<file path="src/rtl/hzd_pkg.sv">
package hzd_pkg;
  localparam int unsigned INSTR_W   = 32;
  localparam int unsigned OPC_W     = 6;
  localparam int unsigned RADDR_W   = 5;
  localparam int unsigned SRC_PORTS = 2;

  // field positions, fixed by the instruction formats
  localparam int unsigned OPC_LSB = INSTR_W - OPC_W;
  localparam int unsigned F1_LSB  = OPC_LSB - RADDR_W;
  localparam int unsigned F2_LSB  = F1_LSB - RADDR_W;
  localparam int unsigned F3_LSB  = F2_LSB - RADDR_W;

  localparam logic [OPC_W-1:0] OPC_REGREG = 6'h00;
  localparam logic [OPC_W-1:0] OPC_BRZ    = 6'h04;
  localparam logic [OPC_W-1:0] OPC_ADDI   = 6'h08;
  localparam logic [OPC_W-1:0] OPC_LOAD   = 6'h23;
  localparam logic [OPC_W-1:0] OPC_STORE  = 6'h2B;

  typedef logic [RADDR_W-1:0] reg_id_t;

  typedef struct packed {
    logic    valid;
    logic    writes;
    logic    is_load;
    reg_id_t dst;
    reg_id_t src_a;
    reg_id_t src_b;
    logic    use_a;
    logic    use_b;
  } stage_t;

  typedef enum logic [1:0] {
    SEL_RF  = 2'b00,
    SEL_WB  = 2'b01,
    SEL_MEM = 2'b10
  } fwd_sel_e;
endpackage

</file>
<file path="src/rtl/hzd_rst_sync.sv">
module hzd_rst_sync #(
  parameter int unsigned STAGES = 2
) (
  input  logic clk,
  input  logic rst_n,
  output logic rst_n_sync
);
  logic [STAGES-1:0] chain_q;
  logic [STAGES-1:0] chain_d;

  always_comb begin
    chain_d = {chain_q[STAGES-2:0], 1'b1};
  end

  always_ff @(posedge clk or negedge rst_n) begin
    if (!rst_n) chain_q <= '0;
    else        chain_q <= chain_d;
  end

  assign rst_n_sync = chain_q[STAGES-1];
endmodule

</file>
<file path="src/rtl/hzd_decode.sv">
module hzd_decode
  import hzd_pkg::*;
(
  input  logic               valid_i,
  input  logic [INSTR_W-1:0] instr_i,
  output stage_t             rec_o
);
  logic [OPC_W-1:0] opc;
  reg_id_t          f1, f2, f3, dst_raw;
  logic             rd_a, rd_b, wr, ld;

  always_comb begin
    opc  = instr_i[OPC_LSB +: OPC_W];
    f1   = instr_i[F1_LSB +: RADDR_W];
    f2   = instr_i[F2_LSB +: RADDR_W];
    f3   = instr_i[F3_LSB +: RADDR_W];
    rd_a = 1'b0;
    rd_b = 1'b0;
    wr   = 1'b0;
    ld   = 1'b0;
    dst_raw = '0;
    unique case (opc)
      OPC_REGREG: begin rd_a = 1'b1; rd_b = 1'b1; wr = 1'b1; dst_raw = f3; end
      OPC_ADDI:   begin rd_a = 1'b1; wr = 1'b1; dst_raw = f2; end
      OPC_LOAD:   begin rd_a = 1'b1; wr = 1'b1; ld = 1'b1; dst_raw = f2; end
      OPC_STORE:  begin rd_a = 1'b1; rd_b = 1'b1; end
      OPC_BRZ:    begin rd_a = 1'b1; end
      default:    begin end
    endcase
  end

  always_comb begin
    rec_o.valid   = valid_i;
    rec_o.writes  = valid_i & wr & (dst_raw != '0);
    rec_o.is_load = valid_i & ld;
    rec_o.dst     = (wr && dst_raw != '0) ? dst_raw : '0;
    rec_o.src_a   = f1;
    rec_o.src_b   = f2;
    rec_o.use_a   = valid_i & rd_a & (f1 != '0);
    rec_o.use_b   = valid_i & rd_b & (f2 != '0);
  end
endmodule

</file>
<file path="src/rtl/hzd_track.sv">
module hzd_track
  import hzd_pkg::*;
(
  input  logic   clk,
  input  logic   rst_n,
  input  logic   stall_i,
  input  stage_t id_rec_i,
  output stage_t ex_q,
  output stage_t mem_q,
  output stage_t wb_q
);
  stage_t ex_d, mem_d, wb_d;

  always_comb begin
    ex_d  = stall_i ? stage_t'('0) : id_rec_i;
    mem_d = ex_q;
    wb_d  = mem_q;
  end

  always_ff @(posedge clk or negedge rst_n) begin
    if (!rst_n) begin
      ex_q  <= '0;
      mem_q <= '0;
      wb_q  <= '0;
    end else begin
      ex_q  <= ex_d;
      mem_q <= mem_d;
      wb_q  <= wb_d;
    end
  end
endmodule

</file>
<file path="src/rtl/hzd_lu_detect.sv">
module hzd_lu_detect
  import hzd_pkg::*;
(
  input  stage_t id_rec_i,
  input  stage_t ex_rec_i,
  output logic   stall_o
);
  logic hit_a, hit_b, load_pending;

  always_comb begin
    load_pending = ex_rec_i.valid & ex_rec_i.is_load & ex_rec_i.writes;
    hit_a   = id_rec_i.use_a & (id_rec_i.src_a == ex_rec_i.dst);
    hit_b   = id_rec_i.use_b & (id_rec_i.src_b == ex_rec_i.dst);
    stall_o = id_rec_i.valid & load_pending & (hit_a | hit_b);
  end
endmodule

</file>
<file path="src/rtl/hzd_fwd_pick.sv">
module hzd_fwd_pick
  import hzd_pkg::*;
(
  input  logic     use_i,
  input  reg_id_t  src_i,
  input  stage_t   mem_rec_i,
  input  stage_t   wb_rec_i,
  output fwd_sel_e sel_o
);
  logic mem_hit, wb_hit;

  always_comb begin
    mem_hit = use_i & mem_rec_i.valid & mem_rec_i.writes & (mem_rec_i.dst == src_i);
    wb_hit  = use_i & wb_rec_i.valid  & wb_rec_i.writes  & (wb_rec_i.dst  == src_i);
    if (mem_hit)     sel_o = SEL_MEM;
    else if (wb_hit) sel_o = SEL_WB;
    else             sel_o = SEL_RF;
  end
endmodule

</file>
<file path="src/rtl/hzd_fwd_unit.sv">
module hzd_fwd_unit
  import hzd_pkg::*;
#(
  parameter int unsigned RST_SYNC_STAGES = 2
) (
  input  logic               clk,
  input  logic               rst_n,
  input  logic               id_valid_i,
  input  logic [INSTR_W-1:0] id_instr_i,
  output logic               stall_o,
  output logic [1:0]         fwd_a_o,
  output logic [1:0]         fwd_b_o
);
  logic     rst_n_s;
  stage_t   id_rec, ex_q, mem_q, wb_q;
  logic     stall;
  logic     op_use [SRC_PORTS];
  reg_id_t  op_src [SRC_PORTS];
  fwd_sel_e op_sel [SRC_PORTS];

  hzd_rst_sync #(.STAGES(RST_SYNC_STAGES)) u_rst (
    .clk(clk), .rst_n(rst_n), .rst_n_sync(rst_n_s)
  );

  hzd_decode u_dec (
    .valid_i(id_valid_i), .instr_i(id_instr_i), .rec_o(id_rec)
  );

  hzd_lu_detect u_lu (
    .id_rec_i(id_rec), .ex_rec_i(ex_q), .stall_o(stall)
  );

  hzd_track u_trk (
    .clk(clk), .rst_n(rst_n_s), .stall_i(stall), .id_rec_i(id_rec),
    .ex_q(ex_q), .mem_q(mem_q), .wb_q(wb_q)
  );

  always_comb begin
    op_use[0] = ex_q.valid & ex_q.use_a;
    op_src[0] = ex_q.src_a;
    op_use[1] = ex_q.valid & ex_q.use_b;
    op_src[1] = ex_q.src_b;
  end

  for (genvar g = 0; g < SRC_PORTS; g++) begin : g_op
    hzd_fwd_pick u_pick (
      .use_i(op_use[g]), .src_i(op_src[g]),
      .mem_rec_i(mem_q), .wb_rec_i(wb_q), .sel_o(op_sel[g])
    );
  end

  assign stall_o = stall;
  assign fwd_a_o = op_sel[0];
  assign fwd_b_o = op_sel[1];
endmodule

</file>
<file path="config.mk">
export PLATFORM = sky130hd
export DESIGN_NAME = hzd_fwd_unit
export DESIGN_NICKNAME = d
export VERILOG_FILES = /design/src/rtl/hzd_pkg.sv /design/src/rtl/hzd_rst_sync.sv /design/src/rtl/hzd_decode.sv /design/src/rtl/hzd_track.sv /design/src/rtl/hzd_lu_detect.sv /design/src/rtl/hzd_fwd_pick.sv /design/src/rtl/hzd_fwd_unit.sv
export SDC_FILE = /design/constraint.sdc
export NUM_CORES = 1
export LEC_CHECK = 0
export BUFFER_PORTS_ARGS = -buffer_cell sky130_fd_sc_hd__buf_4
export CAP_MARGIN = 20
export CORE_AREA = 4 4 73 75
export CTS_BUF_LIST = sky130_fd_sc_hd__clkbuf_4 sky130_fd_sc_hd__clkbuf_8
export CTS_CLUSTER_DIAMETER = 200
export DETAILED_ROUTE_END_ITERATION = 8
export DIE_AREA = 0 0 77 79
export HOLD_SLACK_MARGIN = 0.08
export PLACE_DENSITY = 0.84
export SLEW_MARGIN = 20
export SYNTH_ARGS = -nofsm -noshare
export SYNTH_HDL_FRONTEND = slang
export SYNTH_HIERARCHICAL = 1
export SYNTH_SLANG_ARGS = --single-unit
</file>
<file path="constraint.sdc">
create_clock -name clk -period 2.3 [get_ports clk]
set_input_delay 0 -clock clk [delete_from_list [all_inputs] [get_ports clk]]
set_output_delay 0 -clock clk [all_outputs]
set_load 0.01 [all_outputs]
</file>
==> results of run 1 <==
## critical path, delay by kind of cell
| kind | cells | cell delay (ps) |
|---|---|---|
| AND/OR/NAND/NOR | 3 | 780 |
| AO/OA/AOI/OAI | 1 | 220 |
| buffers and inverters | 5 | 1080 |
## sequential cells by signal (all words and copies together), names as in the netlist
| register | cells |
|---|---|
| u_trk/wb_q | 7 |
| u_trk/mem_q | 7 |
| u_rst/chain_q | 2 |
| u_trk/ex_q | 20 |
## through the flow
step	instances	hold slack [ps]	total power [mW]	setup WS [ps]	utilization
3_3_place_gp	220	-217	0.797	410	0.433
4_1_cts	243	80.9	1.29	244	0.488
5_1_grt	243	101	1.34	135	0.488
2_1_floorplan	151	-296	0.755	568	-
6_report	243	84.4	1.28	215	0.488
3_5_place_dp	220	-216	0.802	374	0.433
## area by class of cell
cell class,count,area (sq um),share of cell area
Sequential cell,36,901,0.396
Multi-Input combinational cell,99,808,0.355
Timing Repair Buffer,46,398,0.175
Clock buffer,7,96.3,0.0424
Tap cell,54,67.6,0.0297
Inverter,1,3.75,0.00165
## how the worst min path moves through the flow
stage | end | slack, ps | cells after the start
2_1_floorplan | u_rst/chain_q[0] | -300 | 0
3_3_place_gp | u_rst/chain_q[0] | -220 | 1
3_5_place_dp | u_rst/chain_q[0] | -220 | 1
4_1_cts | u_trk/ex_q[15] | 80 | 3
5_1_grt | u_trk/ex_q[15] | 100 | 3
6_report | u_trk/ex_q[15] | 80 | 3
## routing by layer
layer	up-vias	share of wire	global-route usage
met5	-	0	0
met4	0	0.026	0.0747
met3	6	0.055	0.0431
met2	35	0.53	0.230
met1	597	0.39	0.134
li1	578	-	-
## where the power goes
| part | switching (mW) | leakage (nW) | total [mW] | internal (mW) |
|---|---|---|---|---|
| registers | 0.0159 | 0.466 | 0.668 | 0.652 |
| logic | 0.0606 | 0.484 | 0.143 | 0.0826 |
| clock network | 0.202 | 0.0503 | 0.468 | 0.266 |
==> impl_metrics.py, run 1 <==
metrics = {
    "layout": {
        "final_cell_mix": "36 x dfrtp_1, 29 x buf_4, 20 x xnor2_1",
        "drive_above_1_share": 0.333,
        "final_cell_area_sq_um": 2270,
        "nets": 224,
        "syn_to_final_growth_pct": 24.5,
        "mostFrequentLayoutCell": "dfrtp_1",
        "fill_cells": 410,
        "diodes": 0,
    },
    "synth": {
        "postSynthNetCount": 186,
        "synth.avg_cell_area_sq_um": 12.1,
        "syn_inst": 151,
        "yosysWarningCount": 6,
        "synthesis.area_sq_um": 1830,
    },
    "timing": {
        "maxSlewViolCount": 0,
        "fmax_mhz": 480,
        "worst_slew_pin_slew_ps": 523,
        "finalSetupTns_ps": 0,
        "min_period_ps": 2080,
        "maxSlewHeadroom": 0.648,
        "setup_viol": 0,
        "fin_crit_sh": 0.906,
        "grt_setup_unrepaired": "false",
        "skew_ps": 2.21,
        "finalHoldViolations": 0,
    },
    "setup_path": {
        "crit-reg2reg-launch": "u_trk/ex_q[13]",
        "reg2reg_to": "u_trk/ex_q[5]",
        "worstPathCellList": "dlygate4sd3_1 -> buf_4 -> inv_1 -> or3_1 -> nor3_1 -> nand4_1 -> o22ai_2 -> buf_12 -> buf_4",
        "max_stage_delay_ps": 530,
        "critPathMostFrequentCell": "buf_4",
        "r2r_slack_ps": 920,
        "crit_path_start_kind": "input pin",
        "worst_setup_path_end_kind": "output pin",
        "slowest_stage": "dlygate4sd3_1",
        "reg2regPathDepth": 5,
        "critPathKind": "input pin to output pin",
        "crit_end": "stall_o",
        "path_max_fanout": 21,
        "crit_arrival_ps": 2080,
        "worstPathRequired_ps": 2300,
        "cp-startpoint": "id_valid_i",
    },
    "power": {
        "peakVddDrop_mv": 0.308,
        "leakage_nw": 1.00,
        "p_per_area_nw_per_um2": 562,
    },
    "route": {
        "vias": 1216,
        "dr.pass1.iters": 4,
        "wl_per_cell_um": 14.6,
        "avgViaCountPerCell": 5.00,
        "routed_wirelength_um": 3560,
        "drc": 0,
        "drtAntennaViolNets": 0,
        "drt_iter0_markers": 28,
    },
    "global_route": {
        "grt_use_total": 0.129,
        "grt_antenna_before_repair": 0,
        "grt_pass1_vias": 1315,
        "grt_max_degree": 35,
        "globalRoute.totalOverflow": 0,
        "grt_pass1_wl_um": 6060,
    },
    "placement": {
        "place_area_sq_um": 2020,
        "port_buffers": 28,
        "dpl.hpwl_um": 2580,
        "place_congestion": 0.842,
    },
    "floorplanning": {
        "coreArea_sq_um": 4660,
        "die-height_um": 79,
        "initial_core_util": 0.392,
        "die_x_um": 77,
        "dieArea_sq_um": 6080,
        "pin_count": 40,
        "rows": 25,
    },
    "clocking": {
        "cts_root_buf": "clkbuf_8",
        "post_cts_resized": 0,
        "cts-hold-fix-buffers": 16,
        "cts_buffer_depth": 2,
        "cts_buffers": 5,
        "post-cts-setup-buffers": 0,
        "insertion_delay_ps": 280,
        "clock-sinks": 36,
        "htreeDepth": 2,
        "clk_pin_slew_ps": 70,
        "tritoncts": "yes",
    },
    "worst_hold_path": {
        "holdCritStartpoint": "id_instr_i[14]",
        "hp-class": "input pin to flip-flop",
    },
    "status": {
        "status": "completed",
    },
    "job": {
        "drv_cap": 0,
    },
}
Power figures use the tool's default switching activity.
==> run 2: changes to the inputs <==
==> constraint.sdc (replaced) <==
create_clock -name clk -period 2.3 [get_ports clk]
set_input_delay 0.23 -clock clk [delete_from_list [all_inputs] [get_ports clk]]
set_output_delay 0.23 -clock clk [all_outputs]
set_load 0.01 [all_outputs]
==> run 2 against run 1 <==
Critical path depth decreased by 2. Routed wire length down 7.8%. Critical path type unchanged. Hold slack improved by 110 ps. Sequential power about the same. Utilization fell by 3.1 points.
==> impl_metrics.py, run 2 (same netlist as run 1, synthesis figures left out) <==
metrics = {
    "clocking": {
        "insertion_delay_ps": 280,
        "post-cts-setup-buffers": 0,
        "cts_buffer_depth": 2,
        "clock-sinks": 36,
        "tritoncts": "yes",
        "cts_root_buf": "clkbuf_8",
        "htreeDepth": 2,
        "clk_pin_slew_ps": 60,
        "cts_buffers": 5,
    },
    "route": {
        "wl_per_cell_um": 14.2,
        "routed_wirelength_um": 3280,
        "vias": 1165,
        "avgViaCountPerCell": 5.04,
        "drc": 0,
        "drtAntennaViolNets": 0,
        "dr.pass1.iters": 4,
        "drt_iter0_markers": 46,
    },
    "layout": {
        "final_cell_area_sq_um": 2130,
        "diodes": 0,
        "reg_top3": "u_trk/ex_q: 20 flops, u_trk/mem_q: 7 flops, u_trk/wb_q: 7 flops",
        "mostFrequentLayoutCell": "dfrtp_1",
        "final_cell_mix": "36 x dfrtp_1, 33 x buf_4, 20 x xnor2_1",
        "final_util": 0.457,
        "largest_reg_flops": 20,
        "drive_above_1_share": 0.379,
        "fill_cells": 443,
        "top_register": "u_trk/ex_q",
        "nets": 212,
        "syn_to_final_growth_pct": 16.7,
        "finalNonFillerCells": 231,
    },
    "power": {
        "peakVddDrop_mv": 0.243,
        "p_per_area_nw_per_um2": 569,
        "total_power_mw": 1.21,
        "leakage_nw": 0.947,
    },
    "setup_path": {
        "worstPathRequired_ps": 2070,
        "critPathKind": "input pin to output pin",
        "path_max_fanout": 6,
        "crit_arrival_ps": 1880,
        "worst_setup_path_end_kind": "output pin",
        "crit_path_start_kind": "input pin",
    },
    "timing": {
        "fmax_mhz": 473,
        "maxSlewViolCount": 0,
        "skew_ps": 2.47,
        "setup_ws_ps": 185,
        "finalSetupTns_ps": 0,
        "finalHoldViolations": 0,
        "worst_slew_pin_slew_ps": 504,
        "hold_ws_ps": 191,
        "fin_crit_sh": 0.919,
        "setup_viol": 0,
        "maxSlewHeadroom": 0.661,
        "min_period_ps": 2110,
        "grt_setup_unrepaired": "false",
    },
    "global_route": {
        "grt_pass1_wl_um": 5770,
        "grt_pass1_vias": 1279,
        "globalRoute.totalOverflow": 0,
        "grt_use_total": 0.121,
        "grt_antenna_before_repair": 0,
        "grt_max_degree": 35,
    },
    "worst_hold_path": {
        "hp-class": "input pin to flip-flop",
    },
    "status": {
        "status": "completed",
    },
    "floorplanning": {
        "pin_count": 40,
        "coreArea_sq_um": 4660,
        "die-height_um": 79,
        "rows": 25,
        "dieArea_sq_um": 6080,
        "initial_core_util": 0.392,
        "die_x_um": 77,
    },
    "placement": {
        "placedCellCount": 223,
        "place_congestion": 0.806,
        "preCtsSetupSlack_ps": 72.0,
        "dpl.hpwl_um": 2520,
        "port_buffers": 28,
        "place_area_sq_um": 2030,
    },
    "job": {
        "drv_cap": 0,
    },
}
==> run 2: changes by cell type in the layout (fill, tap and decap cells not counted), sizes merged <==
cell         before  now
clkbuf            7    6
dlygate4sd3      16    1
buf              30   33
clkinv            0    1
==> run 2: repair_timing <==
| action | in CTS | in global routing |
|---|---|---|
| hold buffers | 1 | 0 |
| resized for setup | 0 | 2 |
| hold endpoints to repair | 2 | 0 |
| setup endpoints to repair | 0 | 1 |
==> run 2: layout make-up <==
type / count / area (sq um) / area share
Sequential cell: 36 / 901 / 0.423
Multi-Input combinational cell: 99 / 821 / 0.385
Timing Repair Buffer: 34 / 258 / 0.121
Clock buffer: 6 / 76.3 / 0.0358
Tap cell: 54 / 67.6 / 0.0317
Clock inverter: 1 / 5.00 / 0.00235
Inverter: 1 / 3.75 / 0.00176
==> run 2: critical path, cell delays in order <==
cell,delay [ps]
buf_4,120
or3_1,410
mux2_2,290
nor3_2,230
nand4_1,160
o22ai_4,270
buf_4,170
==> run 2: path summary, 6_finish.rpt <==
| check | endpoint | cells past startpoint | start | slack, ps |
|---|---|---|---|---|
| max in group asynchronous | u_trk/ex_q[10] | 1 | u_rst/chain_q[1] | 1750 |
| worst max-delay path | stall_o | 7 | id_instr_i[31] | 190 |
| min in group asynchronous | u_trk/wb_q[19] | 1 | u_rst/chain_q[1] | 260 |
| worst min register to register | u_trk/wb_q[19] | 1 | u_rst/chain_q[1] | 260 |
| worst max register to register | u_trk/ex_q[8] | 5 | u_trk/ex_q[19] | 890 |
| worst min-delay path | u_trk/ex_q[10] | 2 | id_instr_i[24] | 190 |
==> run 2: metal layers <==
metal  wire, um  up-vias  track usage
li1           -      554            -
met1       1340      573        0.142
met2       1680       31        0.206
met3        183        7       0.0351
met4         69        0       0.0534
met5          0        -            0
==> run 2: power by group <==
group          total [mW]  internal [mW]  switching (mW)
clock network       0.424          0.217           0.207
logic               0.122         0.0662          0.0557
registers           0.668          0.652          0.0159
==> run 3: changes to the inputs <==
--- a/config.mk
+++ b/config.mk
@@ -5,14 +5,16 @@
 export SDC_FILE = /design/constraint.sdc
 export NUM_CORES = 1
 export LEC_CHECK = 0
+export ABC_AREA = 1
 export BUFFER_PORTS_ARGS = -buffer_cell sky130_fd_sc_hd__buf_4
 export CAP_MARGIN = 20
-export CORE_AREA = 4 4 73 75
+export CORE_AREA = 4 4 76 78
 export CTS_BUF_LIST = sky130_fd_sc_hd__clkbuf_4 sky130_fd_sc_hd__clkbuf_8
 export CTS_CLUSTER_DIAMETER = 200
 export DETAILED_ROUTE_END_ITERATION = 8
-export DIE_AREA = 0 0 77 79
+export DIE_AREA = 0 0 80 82
 export HOLD_SLACK_MARGIN = 0.08
+export MAX_ROUTING_LAYER = met4
 export PLACE_DENSITY = 0.84
 export SLEW_MARGIN = 20
 export SYNTH_ARGS = -nofsm -noshare
==> run 3 against run 2 <==
Routed wire length up 14%. First-iteration DRC count rose by 65%. Synthesized cell count increased by 100%. Highest routed layer unchanged.
==> impl_metrics.py, run 3 <==
metrics = {
    "global_route": {
        "grt_use_total": 0.143,
        "grt_pass1_vias": 1781,
        "grt_pass1_wl_um": 7220,
        "grt_util_met2": 0.247,
        "grt.busiest_layer": "met2",
        "grt_antenna_before_repair": 0,
        "use_met3": 0.0329,
        "globalRoute.totalOverflow": 0,
        "grt_use_met1": 0.159,
        "grt_max_degree": 35,
    },
    "route": {
        "drtAntennaViolNets": 0,
        "drc": 0,
        "dr.pass1.iters": 4,
        "wl_per_cell_um": 9.39,
        "vias": 1708,
        "routed_wirelength_um": 3750,
        "drt_iter0_markers": 76,
        "avgViaCountPerCell": 4.27,
    },
    "layout": {
        "mostFrequentLayoutCell": "nand2_1",
        "nets": 365,
        "syn_to_final_growth_pct": 14.8,
        "finalNonFillerCells": 400,
        "final_util": 0.469,
        "reg_top3": "u_trk/ex_q: 20 flops, u_trk/mem_q: 7 flops, u_trk/wb_q: 7 flops",
        "final_cell_mix": "87 x nand2_1, 78 x inv_1, 47 x nor2_1",
        "top_register": "u_trk/ex_q",
        "final_cell_area_sq_um": 2380,
        "diodes": 0,
        "largest_reg_flops": 20,
        "drive_above_1_share": 0.152,
    },
    "status": {
        "status": "completed",
    },
    "setup_path": {
        "path_max_fanout": 3,
        "worstPathRequired_ps": 2070,
        "crit_path_start_kind": "input pin",
        "worst_setup_path_end_kind": "output pin",
        "crit_arrival_ps": 1770,
        "critPathKind": "input pin to output pin",
    },
    "clocking": {
        "cts_buffer_depth": 2,
        "clk_pin_slew_ps": 60,
        "htreeDepth": 2,
        "post_cts_resized": 0,
        "clock-sinks": 36,
        "cts_root_buf": "clkbuf_8",
        "insertion_delay_ps": 280,
        "cts_buffers": 5,
        "tritoncts": "yes",
        "post-cts-setup-buffers": 0,
    },
    "timing": {
        "setup_ws_ps": 301,
        "skew_ps": 3.77,
        "finalHoldViolations": 0,
        "fmax_mhz": 500,
        "maxSlewViolCount": 0,
        "fin_crit_sh": 0.869,
        "hold_ws_ps": 182,
        "finalSetupTns_ps": 0,
        "grt_setup_unrepaired": "false",
        "setup_viol": 0,
        "min_period_ps": 2000,
    },
    "worst_hold_path": {
        "hp-class": "input pin to flip-flop",
    },
    "floorplanning": {
        "die_x_um": 80,
        "dieArea_sq_um": 6560,
        "rows": 26,
        "die-height_um": 82,
        "initial_core_util": 0.408,
        "coreArea_sq_um": 5070,
        "pin_count": 40,
    },
    "synth": {
        "postSynthNetCount": 341,
        "syn_inst": 306,
        "synthesis.area_sq_um": 2070,
        "synth.avg_cell_area_sq_um": 6.77,
        "yosysWarningCount": 6,
    },
    "placement": {
        "preCtsSetupSlack_ps": 288,
        "placedCellCount": 392,
        "place_congestion": 0.861,
        "port_buffers": 28,
        "place_area_sq_um": 2270,
        "dpl.hpwl_um": 3050,
    },
    "power": {
        "leakage_nw": 1.37,
        "peakVddDrop_mv": 0.225,
        "p_per_area_nw_per_um2": 531,
        "total_power_mw": 1.26,
    },
    "job": {
        "drv_cap": 0,
    },
}
[run 3: cell types whose count changed in the layout (fill, tap and decap cells not counted), sizes merged, moves of 3 or more]
cell and change:
a21oi +9, a22o -5, inv +79, nand2 +88
nand3 +8, nor2 +46, nor2b -20, nor4 -3
or3 -3, xnor2 -20, xor2 -10
[run 3: what timing repair did]
action | 4_1_cts | 5_1_grt
hold buffers | 1 | 0
endpoints found under the setup margin | 0 | 0
hold endpoints to repair | 2 | 0
[run 3: worst paths after layout]
check,start,endpoint,slack (ps),cells after the start
worst min register to register,u_rst/chain_q[1],u_trk/ex_q[14],260,1
min in group asynchronous,u_rst/chain_q[1],u_trk/ex_q[14],260,1
worst max register to register,u_trk/ex_q[12],u_trk/ex_q[9],820,7
worst min-delay path,id_instr_i[21],u_trk/ex_q[7],180,3
max in group asynchronous,u_rst/chain_q[1],u_trk/mem_q[12],1760,1
worst max-delay path,id_instr_i[30],stall_o,300,11
[run 3: layout make-up]
type                    instances  area, sq um
fillers                       507         2700
flip-flops and latches         36          901
multi-input cells             175          751
inverters                      80          300
repair buffers                 32          243
clock buffers                   7         96.3
well taps                      70         87.6
[run 3: layer usage]
layer,wire (um),part of all wire
met5,0,0
met4,54,0.014
met3,192,0.051
met2,1900,0.51
met1,1610,0.43
[run 3: worst max-delay path: stages]
cell and delay, ps:
buf_4 120, nor2_1 150, nand3_1 120, o21ai_0 180, nand2_1 80, a21oi_1 190
nand2_1 80, nor2_1 110, nand3_1 80, a21oi_1 260, buf_4 180
[run 3: power breakdown]
part	switching (mW)	internal, mW	total [mW]
sequential	0.0159	0.654	0.670
clock	0.194	0.266	0.460
combinational	0.0759	0.0576	0.133
